File: src/rtl/cag_pkg.sv
`timescale 1ns/1ps
package cag_pkg;
  localparam int DATA_W     = 32;
  localparam int IDX_W      = 5;
  // word addresses of the register map
  localparam int MCFG_SLOTS = 32;
  localparam int WA_SSTAT   = 32;
  localparam int WA_SCLR    = 33;
  localparam int WA_GCFG    = 64;
  localparam int GCFG_SLOTS = 16;
  localparam int WA_GSTAT   = 80;
  localparam int WA_GCLR    = 81;

  typedef enum logic [2:0] {
    RG_NONE, RG_MCFG, RG_SSTAT, RG_SCLR, RG_GCFG, RG_GSTAT, RG_GCLR
  } region_e;

  function automatic logic may_reach(input logic tgt_sec, input logic tgt_priv,
                                     input logic nonsec, input logic priv);
    return (!tgt_sec || !nonsec) && (!tgt_priv || priv);
  endfunction
endpackage

File: src/rtl/cag_decode.sv
`timescale 1ns/1ps
module cag_decode
  import cag_pkg::*;
#(
  parameter int ADDR_W = 10
) (
  input  logic                clk,
  input  logic                rst_n,
  input  logic [ADDR_W-1:0]   addr,
  input  logic [1:0]          size,
  output region_e             region,
  output logic [IDX_W-1:0]    idx,
  output logic [DATA_W-1:0]   lane,
  output logic                aligned
);
  localparam int WA_W = ADDR_W - 2;

  logic [WA_W-1:0] waddr;
  assign waddr = addr[ADDR_W-1:2];

  always_comb begin
    region = RG_NONE;
    idx    = '0;
    if (waddr < WA_W'(MCFG_SLOTS)) begin
      region = RG_MCFG;
      idx    = IDX_W'(waddr);
    end else if (waddr == WA_W'(WA_SSTAT)) begin
      region = RG_SSTAT;
    end else if (waddr == WA_W'(WA_SCLR)) begin
      region = RG_SCLR;
    end else if (waddr >= WA_W'(WA_GCFG) && waddr < WA_W'(WA_GCFG + GCFG_SLOTS)) begin
      region = RG_GCFG;
      idx    = IDX_W'(waddr - WA_W'(WA_GCFG));
    end else if (waddr == WA_W'(WA_GSTAT)) begin
      region = RG_GSTAT;
    end else if (waddr == WA_W'(WA_GCLR)) begin
      region = RG_GCLR;
    end
  end

  always_comb begin
    case (size)
      2'd0: begin
        aligned = 1'b1;
        lane    = 32'h0000_00FF << {addr[1:0], 3'b000};
      end
      2'd1: begin
        aligned = ~addr[0];
        lane    = addr[1] ? 32'hFFFF_0000 : 32'h0000_FFFF;
      end
      2'd2: begin
        aligned = (addr[1:0] == 2'b00);
        lane    = '1;
      end
      default: begin
        aligned = 1'b0;
        lane    = '0;
      end
    endcase
  end

  // an accepted size selects exactly one byte, two bytes or four bytes
  p_lane_width_r7: assert property (@(posedge clk) disable iff (!rst_n)
    aligned |-> ($countones(lane) == 8 || $countones(lane) == 16 || $countones(lane) == 32));
endmodule

File: src/rtl/cag_owner.sv
`timescale 1ns/1ps
module cag_owner #(
  parameter int NCH   = 4,
  parameter int NGEN  = 2,
  parameter int SEL_W = 8
) (
  input  logic [NCH-1:0]       chan_sec,
  input  logic [NCH-1:0]       chan_priv,
  input  logic [NCH*SEL_W-1:0] chan_sel,
  output logic [NGEN-1:0]      gen_sec,
  output logic [NGEN-1:0]      gen_priv
);
  for (genvar g = 0; g < NGEN; g++) begin : g_gen
    always_comb begin
      gen_sec[g]  = 1'b0;
      gen_priv[g] = 1'b0;
      // descending scan: the lowest claiming channel is applied last and wins
      for (int c = NCH - 1; c >= 0; c--) begin
        if (chan_sel[c*SEL_W +: SEL_W] == SEL_W'(g + 1)) begin
          gen_sec[g]  = chan_sec[c];
          gen_priv[g] = chan_priv[c];
        end
      end
    end
  end
endmodule

File: src/rtl/cag_irq_split.sv
`timescale 1ns/1ps
module cag_irq_split #(
  parameter int NCH  = 4,
  parameter int NGEN = 2
) (
  input  logic            clk,
  input  logic            rst_n,
  input  logic [NCH-1:0]  chan_sec,
  input  logic [NGEN-1:0] gen_sec,
  input  logic [NCH-1:0]  sync_ovr,
  input  logic [NGEN-1:0] gen_ovr,
  output logic            irq_sec,
  output logic            irq_nsec
);
  logic sec_d, nsec_d;

  always_comb begin
    sec_d  = |(sync_ovr & chan_sec) | |(gen_ovr & gen_sec);
    nsec_d = |(sync_ovr & ~chan_sec) | |(gen_ovr & ~gen_sec);
  end

  always_ff @(posedge clk or negedge rst_n) begin
    if (!rst_n) begin
      irq_sec  <= 1'b0;
      irq_nsec <= 1'b0;
    end else begin
      irq_sec  <= sec_d;
      irq_nsec <= nsec_d;
    end
  end

  // an interrupt output only follows an overrun seen the cycle before
  p_irq_cause_r9: assert property (@(posedge clk) disable iff (!rst_n)
    (irq_sec || irq_nsec) |-> $past((|sync_ovr) || (|gen_ovr)));
endmodule

File: src/rtl/chan_access_guard.sv
`timescale 1ns/1ps
module chan_access_guard
  import cag_pkg::*;
#(
  parameter int NCH    = 4,
  parameter int NGEN   = 2,
  parameter int SEL_W  = 8,
  parameter int ADDR_W = 10
) (
  input  logic                 clk,
  input  logic                 rst_n,
  input  logic                 acc_valid,
  input  logic                 acc_write,
  input  logic [ADDR_W-1:0]    acc_addr,
  input  logic [1:0]           acc_size,
  input  logic                 acc_nonsec,
  input  logic                 acc_priv,
  input  logic [31:0]          rd_raw,
  input  logic [NCH-1:0]       chan_sec,
  input  logic [NCH-1:0]       chan_priv,
  input  logic [NCH*SEL_W-1:0] chan_sel,
  input  logic [NCH-1:0]       sync_ovr,
  input  logic [NGEN-1:0]      gen_ovr,
  output logic [31:0]          rd_data,
  output logic                 wr_en,
  output logic [31:0]          wr_mask,
  output logic                 illegal_pulse,
  output logic                 irq_sec,
  output logic                 irq_nsec
);
  region_e            region;
  logic [IDX_W-1:0]   idx;
  logic [DATA_W-1:0]  lane;
  logic               aligned;
  logic [NGEN-1:0]    gen_sec, gen_priv;
  logic [NCH-1:0]     chan_ok;
  logic [NGEN-1:0]    gen_ok;
  logic [DATA_W-1:0]  perm, eff;
  logic               tgt_sec, is_cfg, pulse_d;

  cag_decode #(.ADDR_W(ADDR_W)) u_dec (
    .clk(clk), .rst_n(rst_n), .addr(acc_addr), .size(acc_size),
    .region(region), .idx(idx), .lane(lane), .aligned(aligned)
  );

  cag_owner #(.NCH(NCH), .NGEN(NGEN), .SEL_W(SEL_W)) u_own (
    .chan_sec(chan_sec), .chan_priv(chan_priv), .chan_sel(chan_sel),
    .gen_sec(gen_sec), .gen_priv(gen_priv)
  );

  cag_irq_split #(.NCH(NCH), .NGEN(NGEN)) u_irq (
    .clk(clk), .rst_n(rst_n), .chan_sec(chan_sec), .gen_sec(gen_sec),
    .sync_ovr(sync_ovr), .gen_ovr(gen_ovr), .irq_sec(irq_sec), .irq_nsec(irq_nsec)
  );

  always_comb begin
    for (int c = 0; c < NCH; c++)
      chan_ok[c] = may_reach(chan_sec[c], chan_priv[c], acc_nonsec, acc_priv);
    for (int g = 0; g < NGEN; g++)
      gen_ok[g] = may_reach(gen_sec[g], gen_priv[g], acc_nonsec, acc_priv);
  end

  // whole-register verdict for configuration words, per-bit for shared words
  always_comb begin
    perm    = '0;
    tgt_sec = 1'b0;
    case (region)
      RG_MCFG: begin
        for (int c = 0; c < NCH; c++) begin
          if (idx == IDX_W'(c)) begin
            perm    = {DATA_W{chan_ok[c]}};
            tgt_sec = chan_sec[c];
          end
        end
      end
      RG_GCFG: begin
        for (int g = 0; g < NGEN; g++) begin
          if (idx == IDX_W'(g)) begin
            perm    = {DATA_W{gen_ok[g]}};
            tgt_sec = gen_sec[g];
          end
        end
      end
      RG_SSTAT, RG_SCLR: perm = DATA_W'(chan_ok);
      RG_GSTAT, RG_GCLR: perm = DATA_W'(gen_ok);
      default:           perm = '0;
    endcase
  end

  always_comb begin
    is_cfg  = (region == RG_MCFG) || (region == RG_GCFG);
    eff     = (acc_valid && aligned) ? (perm & lane) : '0;
    wr_mask = acc_write ? eff : '0;
    wr_en   = |wr_mask;
    rd_data = acc_write ? '0 : (rd_raw & eff);
    pulse_d = acc_valid && aligned && acc_nonsec && is_cfg && tgt_sec;
  end

  always_ff @(posedge clk or negedge rst_n) begin
    if (!rst_n) illegal_pulse <= 1'b0;
    else        illegal_pulse <= pulse_d;
  end

  for (genvar c = 0; c < NCH; c++) begin : g_chk
    // non-secure access to a secure channel's configuration word sees nothing
    p_nonsec_blocked_r2: assert property (@(posedge clk) disable iff (!rst_n)
      (acc_valid && acc_nonsec && region == RG_MCFG && idx == IDX_W'(c) && chan_sec[c])
        |-> (wr_mask == '0 && rd_data == '0));
    // unprivileged access to a privileged channel's configuration word sees nothing
    p_unpriv_blocked_r3: assert property (@(posedge clk) disable iff (!rst_n)
      (acc_valid && !acc_priv && region == RG_MCFG && idx == IDX_W'(c) && chan_priv[c])
        |-> (wr_mask == '0 && rd_data == '0));
  end

  // a pulse is always preceded by a non-secure access
  p_pulse_source_r4: assert property (@(posedge clk) disable iff (!rst_n)
    illegal_pulse |-> $past(acc_valid && acc_nonsec));

  // shared status and clear words never raise the pulse
  p_shared_quiet_r5: assert property (@(posedge clk) disable iff (!rst_n)
    (acc_valid && (region == RG_SSTAT || region == RG_SCLR ||
                   region == RG_GSTAT || region == RG_GCLR)) |=> !illegal_pulse);

  // no write bit outside the lanes, nothing passes on a rejected size
  p_lane_bound_r7: assert property (@(posedge clk) disable iff (!rst_n)
    (wr_mask & ~lane) == '0);
  p_reject_r7: assert property (@(posedge clk) disable iff (!rst_n)
    !aligned |-> (!wr_en && rd_data == '0));

  // unmapped words give nothing
  p_unmapped_r8: assert property (@(posedge clk) disable iff (!rst_n)
    (region == RG_NONE) |-> (!wr_en && rd_data == '0));
endmodule

File: config.mk
export PLATFORM = sky130hd
export DESIGN_NAME = chan_access_guard
export DESIGN_NICKNAME = d
export VERILOG_FILES = /design/src/rtl/cag_pkg.sv /design/src/rtl/cag_decode.sv /design/src/rtl/cag_owner.sv /design/src/rtl/cag_irq_split.sv /design/src/rtl/chan_access_guard.sv
export SDC_FILE = /design/constraint.sdc
export NUM_CORES = 1
export LEC_CHECK = 0
export BUFFER_PORTS_ARGS = -buffer_cell sky130_fd_sc_hd__clkbuf_2
export CORE_ASPECT_RATIO = 1.2
export CORE_MARGIN = 3
export CORE_UTILIZATION = 30
export CTS_CLUSTER_SIZE = 20
export DETAILED_ROUTE_END_ITERATION = 16
export PLACE_DENSITY = 0.76
export SLEW_MARGIN = 40
export SYNTH_ARGS = -nofsm -noshare
export SYNTH_HDL_FRONTEND = slang
export SYNTH_SLANG_ARGS = --single-unit
File: constraint.sdc
create_clock -name clk -period 6.05 [get_ports clk]
set_input_delay 1.815 -clock clk [delete_from_list [all_inputs] [get_ports clk]]
set_output_delay 1.815 -clock clk [all_outputs]
set_load 0.005 [all_outputs]
==> results of run 1 <==
## worst min-delay path by stage
stage	cells after the start	endpoint	startpoint	slack [ns]
floorplan	0	illegal_pulse$_DFF_PN0_	rst_n	1.52
global placement	1	illegal_pulse$_DFF_PN0_	rst_n	1.61
detailed placement	1	u_irq.irq_nsec$_DFF_PN0_	rst_n	1.61
CTS	1	u_irq.irq_nsec$_DFF_PN0_	rst_n	1.38
global route	1	u_irq.irq_nsec$_DFF_PN0_	rst_n	1.39
finish	1	u_irq.irq_nsec$_DFF_PN0_	rst_n	1.38
## Yosys cell counts (all sizes together) (4+ instances only)
cell type,instances,area share [%]
a21oi,12,4.8
a22oi,4,2.0
and2,29,12
and3,7,3.3
buf,24,12
inv,13,3.3
nand2,17,4.3
nand3,9,3.3
nand4b,4,2.3
nor2,17,4.3
nor2b,5,2.1
nor3,7,2.3
nor3b,6,5.3
nor4,5,6.1
o21ai,5,1.9
## cell families (layout without fill, tap and decap cells)
family / after synthesis / in the layout / synth area share (%)
buffers and inverters: 38 / 180 / 15.5
AND/OR/NAND/NOR: 120 / 120 / 52.5
AO/OA/AOI/OAI: 52 / 52 / 26.9
flip-flops: 3 / 3 / 5.01
## where the power goes
part	total, W	leakage (nW)	switching (W)	internal (W)
Sequential	0.0000213	0.0338	0.000000201	0.0000211
Combinational	0.0000761	1.15	0.0000397	0.0000364
Clock	0.0000594	0.0228	0.0000144	0.0000450
Total	0.000157	1.20	0.0000543	0.000102
## metal layers
| metal | up-vias | share of wire [%] | global-route usage [%] |
|---|---|---|---|
| met5 | - | 0 | 0 |
| met4 | 0 | 0.51 | 4.70 |
| met3 | 2 | 6.3 | 1.69 |
| met2 | 73 | 53 | 31.0 |
| met1 | 921 | 40 | 20.3 |
| li1 | 1046 | - | - |
## metrics by stage
step / cell area, um^2 / utilization [%] / power (W)
floorplan: 1500 / - / 0.0000504
global placement: 2200 / 46.9 / 0.0000960
detailed placement: 2200 / 46.9 / 0.0000972
CTS: 2250 / 47.9 / 0.000159
global route: 2250 / 48.0 / 0.000168
finish: 2250 / 48.0 / 0.000157
## state kept, by name (all words and copies together), names as in the netlist
name            cells
illegal_pulse       1
u_irq.irq_nsec      1
u_irq.irq_sec       1
## timing repair
item,CTS,global route
buffers inserted,0,0
resized for setup,0,2
setup endpoints to repair,0,16
## cells in the final DEF (no fill, tap or decap), types with 2 or more instances in the layout
cell type / instances
nor2b_1: 5
and3_2: 4
nand2_1: 17
nor2_1: 15
inv_1: 13
and2_1: 28
clkbuf_2: 163
nand4b_1: 4
a21boi_0: 2
nor3b_1: 3
nor2_2: 2
nand2b_1: 2
nor4_4: 4
nand4_1: 3
o21ai_0: 4
a31oi_1: 2
nor3_1: 7
o22ai_1: 3
nor3b_4: 3
o211ai_1: 2
nand3_1: 8
o221ai_1: 3
or3_1: 3
o2111ai_1: 2
dfrtp_1: 3
and3_1: 3
clkbuf_8: 3
a21oi_1: 11
a22oi_1: 4
## final cells by class
cell class	instances	share of cell area, %
Inverter	13	2.17
Sequential cell	3	3.33
Multi-Input combinational cell	172	53.1
Tap cell	58	3.22
Timing Repair Buffer	163	36.2
Clock buffer	4	2.00
==> flow_summary.ini, run 1 <==
[logic_synthesis]
synth-edff-count = 0
synthesis.area_um2 = 1500
postSynthCellCount = 213
synth.avg_cell_area_um2 = 7.03
ys_ff_latch = 3
ys_seq_area_share_pct = 5.01
synth_cell_types = 56
async_reset_ff_share_pct = 100
synthFlopType = dfrtp_1
synth_fp_nets = 309
yosysWarnings = 0

[pwr]
p_leak_nw = 1.20
power_density_nw_per_um2 = 69.6
peakVddDrop_uv = 30.1

[global_routing]
grt_pass1_vias = 1893
grt_max_degree = 11
antenna_found_initial = 0
grt_overflow_total = 0
grt_pass1_wl_um = 8470
grtUsageTotal_pct = 16.9

[clocking]
clk_path_buf_depth = 2
cts.sinks = 3
cts_made_buffers = 3
htreeDepth = 1
path_clk_slew_ns = 0.03
cts_tree = done
hold_buffers = 0
clockRootBuffer = clkbuf_8

[drt]
vias = 2042
post_drt_wl_per_cell_um = 12.9
drtIter0Drc = 111
drc = 0
vias_per_cell = 4.94
wl_um = 5310
ant_nets = 0
dr.pass1.iters = 4

[sta]
rsz0062_at_grt = false
fmax_mhz = 172
setup_viol = 0
min_period_ns = 5.81
period_share_pct = 96.1
slew_viol_final = 0
hold_violations = 0
tightest_slew_ns = 0.429
timing.hold.ws_ns = 1.38
relSlewSlack_pct = 71.3
setup_ws_ns = 0.235
finalSetupTns_ns = 0

[final_layout]
multi_input_area_um2 = 1190
drive_above_1_share_pct = 53.2
nets = 452
num_antenna_cells = 0
area_delta_synth_final_pct = 50.4
stdcell_count = 413
nFillCells = 513
seqCellArea_um2 = 75.1

[critical_path]
worst_path_most_repeated_cell = clkbuf_2
crit_fanout = 8
path_buf_inv = 2
crit_path_top_delay_cell = nor2_1
critPathLaunch = chan_sel[19]
crit_required_ns = 4.24
end_kind = output pin
cp_top_family = simple AND/OR/NAND/NOR gates
worstPathArrival_ns = 4.00
cp_cell_sequence = clkbuf_2 > nor4_4 > and4b_1 > o311ai_1 > o21ai_2 > o211ai_2 > a21oi_4 > nand2_1 > nor2_1 > clkbuf_2
slowest_delay_ns = 0.37
path_depth = 10
worstSetupPathType = in -> out
cp-endpoint = wr_mask[11]
start_kind = input pin

[floorplan]
ioPinCount = 164
dieWidth_um = 70.5
start_util_pct = 31.9
dieArea_um2 = 5880
dieHeight_um = 83.4
rows = 27
coreArea_um2 = 4700

[flow_run]
max_cap_violations = 0

[run_status]
outcome = completed

[placement]
post-place-cells = 409
pre_cts_slack_ns = 0.212
io_buffers = 163
dp_hpwl_um = 4760
gp_congestion = 0.884

[worst_hold_path]
hold_path_class = in -> async
(Power assumes the default switching activity.)
==> run 2, diff against run 1 <==
--- a/config.mk
+++ b/config.mk
@@ -5,13 +5,14 @@
 export SDC_FILE = /design/constraint.sdc
 export NUM_CORES = 1
 export LEC_CHECK = 0
+export ABC_AREA = 1
 export BUFFER_PORTS_ARGS = -buffer_cell sky130_fd_sc_hd__clkbuf_2
 export CORE_ASPECT_RATIO = 1.2
-export CORE_MARGIN = 3
+export CORE_MARGIN = 4
 export CORE_UTILIZATION = 30
 export CTS_CLUSTER_SIZE = 20
 export DETAILED_ROUTE_END_ITERATION = 16
-export PLACE_DENSITY = 0.76
+export PLACE_DENSITY = 0.72
 export SLEW_MARGIN = 40
 export SYNTH_ARGS = -nofsm -noshare
 export SYNTH_HDL_FRONTEND = slang
==> flow_summary.ini, run 2 <==
[run_status]
outcome = completed

[sta]
min_period_ns = 5.37
slew_viol_final = 0
fmax_mhz = 186
period_share_pct = 88.8
finalSetupTns_ns = 0
relSlewSlack_pct = 50.1
setup_viol = 0
tightest_slew_ns = 0.748
rsz0062_at_grt = false
hold_violations = 0

[placement]
dp_hpwl_um = 5150
io_buffers = 163
placed_area_um2 = 2430
gp_congestion = 0.830

[critical_path]
worstSetupPathType = in -> out
crit_required_ns = 4.24
start_kind = input pin
end_kind = output pin
worstPathArrival_ns = 3.56
critPathLaunch = chan_sel[11]
cp-endpoint = rd_data[27]
crit_fanout = 8

[drt]
post_drt_wl_per_cell_um = 10.9
drtIter0Drc = 37
ant_nets = 0
drc = 0
wl_um = 5580
vias = 2341
vias_per_cell = 4.55
dr.pass1.iters = 4

[final_layout]
multi_input_area_um2 = 1280
nets = 547
num_antenna_cells = 0
seqCellArea_um2 = 75.1
final_common_cell = clkbuf_2
area_delta_synth_final_pct = 42.4
final_cell_mix = 163 x clkbuf_2, 73 x nand2_1, 40 x inv_1
drive_above_1_share_pct = 52.4
nFillCells = 632
largest_registers = illegal_pulse (1), u_irq.irq_nsec (1), u_irq.irq_sec (1)
design_area_um2 = 2470
fin_util_pct = 43.9

[global_routing]
grt_max_degree = 31
grt_use_met3_pct = 2.28
antenna_found_initial = 0
grt_pass1_wl_um = 9140
grtUsageMet2_pct = 29.7
met1_usage_pct = 16.4
grtUsageTotal_pct = 15.1
grt-busiest-layer = met2
grt_pass1_vias = 2191
grt_overflow_total = 0

[logic_synthesis]
synth_cell_types = 35
synthesis.area_um2 = 1740
async_reset_ff_share_pct = 100
synth-edff-count = 0
synth_fp_nets = 407
postSynthCellCount = 311
synth.avg_cell_area_um2 = 5.58
yosysWarnings = 0
ys_seq_area_share_pct = 4.32
synth_top_area_share_pct = 15.8
synth_top_cells_by_area = nand2_1 16%, nor2_2 10%, buf_4 10%
yosys-top-cells-count = 73 x nand2_1, 40 x inv_1, 36 x nor2_1
synthFlopType = dfrtp_1
ys_ff_latch = 3
synth_top_cell_by_area = nand2_1
yosysMostFrequentCell = nand2_1

[pwr]
p_leak_nw = 1.56
peakVddDrop_uv = 45.3
power_density_nw_per_um2 = 67.6

[floorplan]
rows = 30
ioPinCount = 164
dieWidth_um = 77.5
start_util_pct = 30.8
coreArea_um2 = 5630
dieArea_um2 = 7080
dieHeight_um = 91.3

[clocking]
clockRootBuffer = clkbuf_8
cts_tree = done
cts.sinks = 3
cts_setup_buffers = 0
hold_buffers = 0
path_clk_slew_ns = 0.03
htreeDepth = 1
clk_path_buf_depth = 2
cts_made_buffers = 3
cts-resized-gates = 0

[worst_hold_path]
hold_path_class = in -> async

[flow_run]
max_cap_violations = 0
==> run 2: cell count changes in the layout (fill, tap and decap cells not counted), moves of 14 or more <==
cell / change
nand2_1: +56
nand3_1: +14
inv_1: +27
nor2_2: +27
and2_1: -28
nor2_1: +21
==> run 2: layout make-up <==
| cell class | instances | area share (%) |
|---|---|---|
| Tap cell | 64 | 3.24 |
| Clock buffer | 4 | 1.82 |
| Multi-Input combinational cell | 234 | 51.9 |
| Timing Repair Buffer | 163 | 33.0 |
| Sequential cell | 3 | 3.04 |
| Inverter | 46 | 6.98 |
==> run 2: power breakdown <==
| part | switching (W) | internal, W |
|---|---|---|
| Sequential | 0.000000192 | 0.0000211 |
| Clock | 0.0000128 | 0.0000449 |
| Combinational | 0.0000488 | 0.0000393 |
==> run 2: worst min path at each step <==
stage / slack [ns] / cells past startpoint / to
2_1_floorplan: 1.52 / 0 / illegal_pulse$_DFF_PN0_
3_3_place_gp: 1.61 / 1 / illegal_pulse$_DFF_PN0_
3_5_place_dp: 1.61 / 1 / u_irq.irq_sec$_DFF_PN0_
4_1_cts: 1.39 / 1 / u_irq.irq_nsec$_DFF_PN0_
5_1_grt: 1.38 / 1 / u_irq.irq_sec$_DFF_PN0_
6_report: 1.39 / 1 / u_irq.irq_nsec$_DFF_PN0_
==> run 2: cell families after synthesis <==
logic type,Yosys count,share of synthesized area (%)
simple gates,200,59.4
buf+inv,74,21.8
compound gates,34,14.5
flops,3,4.32
==> run 2: metrics by stage <==
stage               instances  hold slack, ns  power (W)  worst slack, ns
finish                    514            1.39   0.000167            0.676
CTS                       514            1.39   0.000169            0.663
floorplan                 311            1.52  0.0000674             1.02
global route              514            1.38   0.000184            0.388
global placement          510            1.61   0.000109            0.691
detailed placement        510            1.61   0.000110            0.675
==> run 2: routing by layer <==
metal	share of wire, %	vias up
met4	0.25	0
met1	38	1002
met3	7.4	2
met2	54	105
met5	0	-
li1	-	1232
==> run 2: critical path, stage by stage <==
cell and delay, ns:
clkbuf_2 0.08, nor2_1 0.13, nand2_1 0.07, nor2_1 0.23, a21oi_1 0.11, nand2_1 0.11
nand2_2 0.07, nand2_1 0.09, nand3_2 0.07, nand2_2 0.08, nand2_4 0.08, a21oi_4 0.24
nand2_4 0.15, nor2_2 0.12, clkbuf_2 0.12
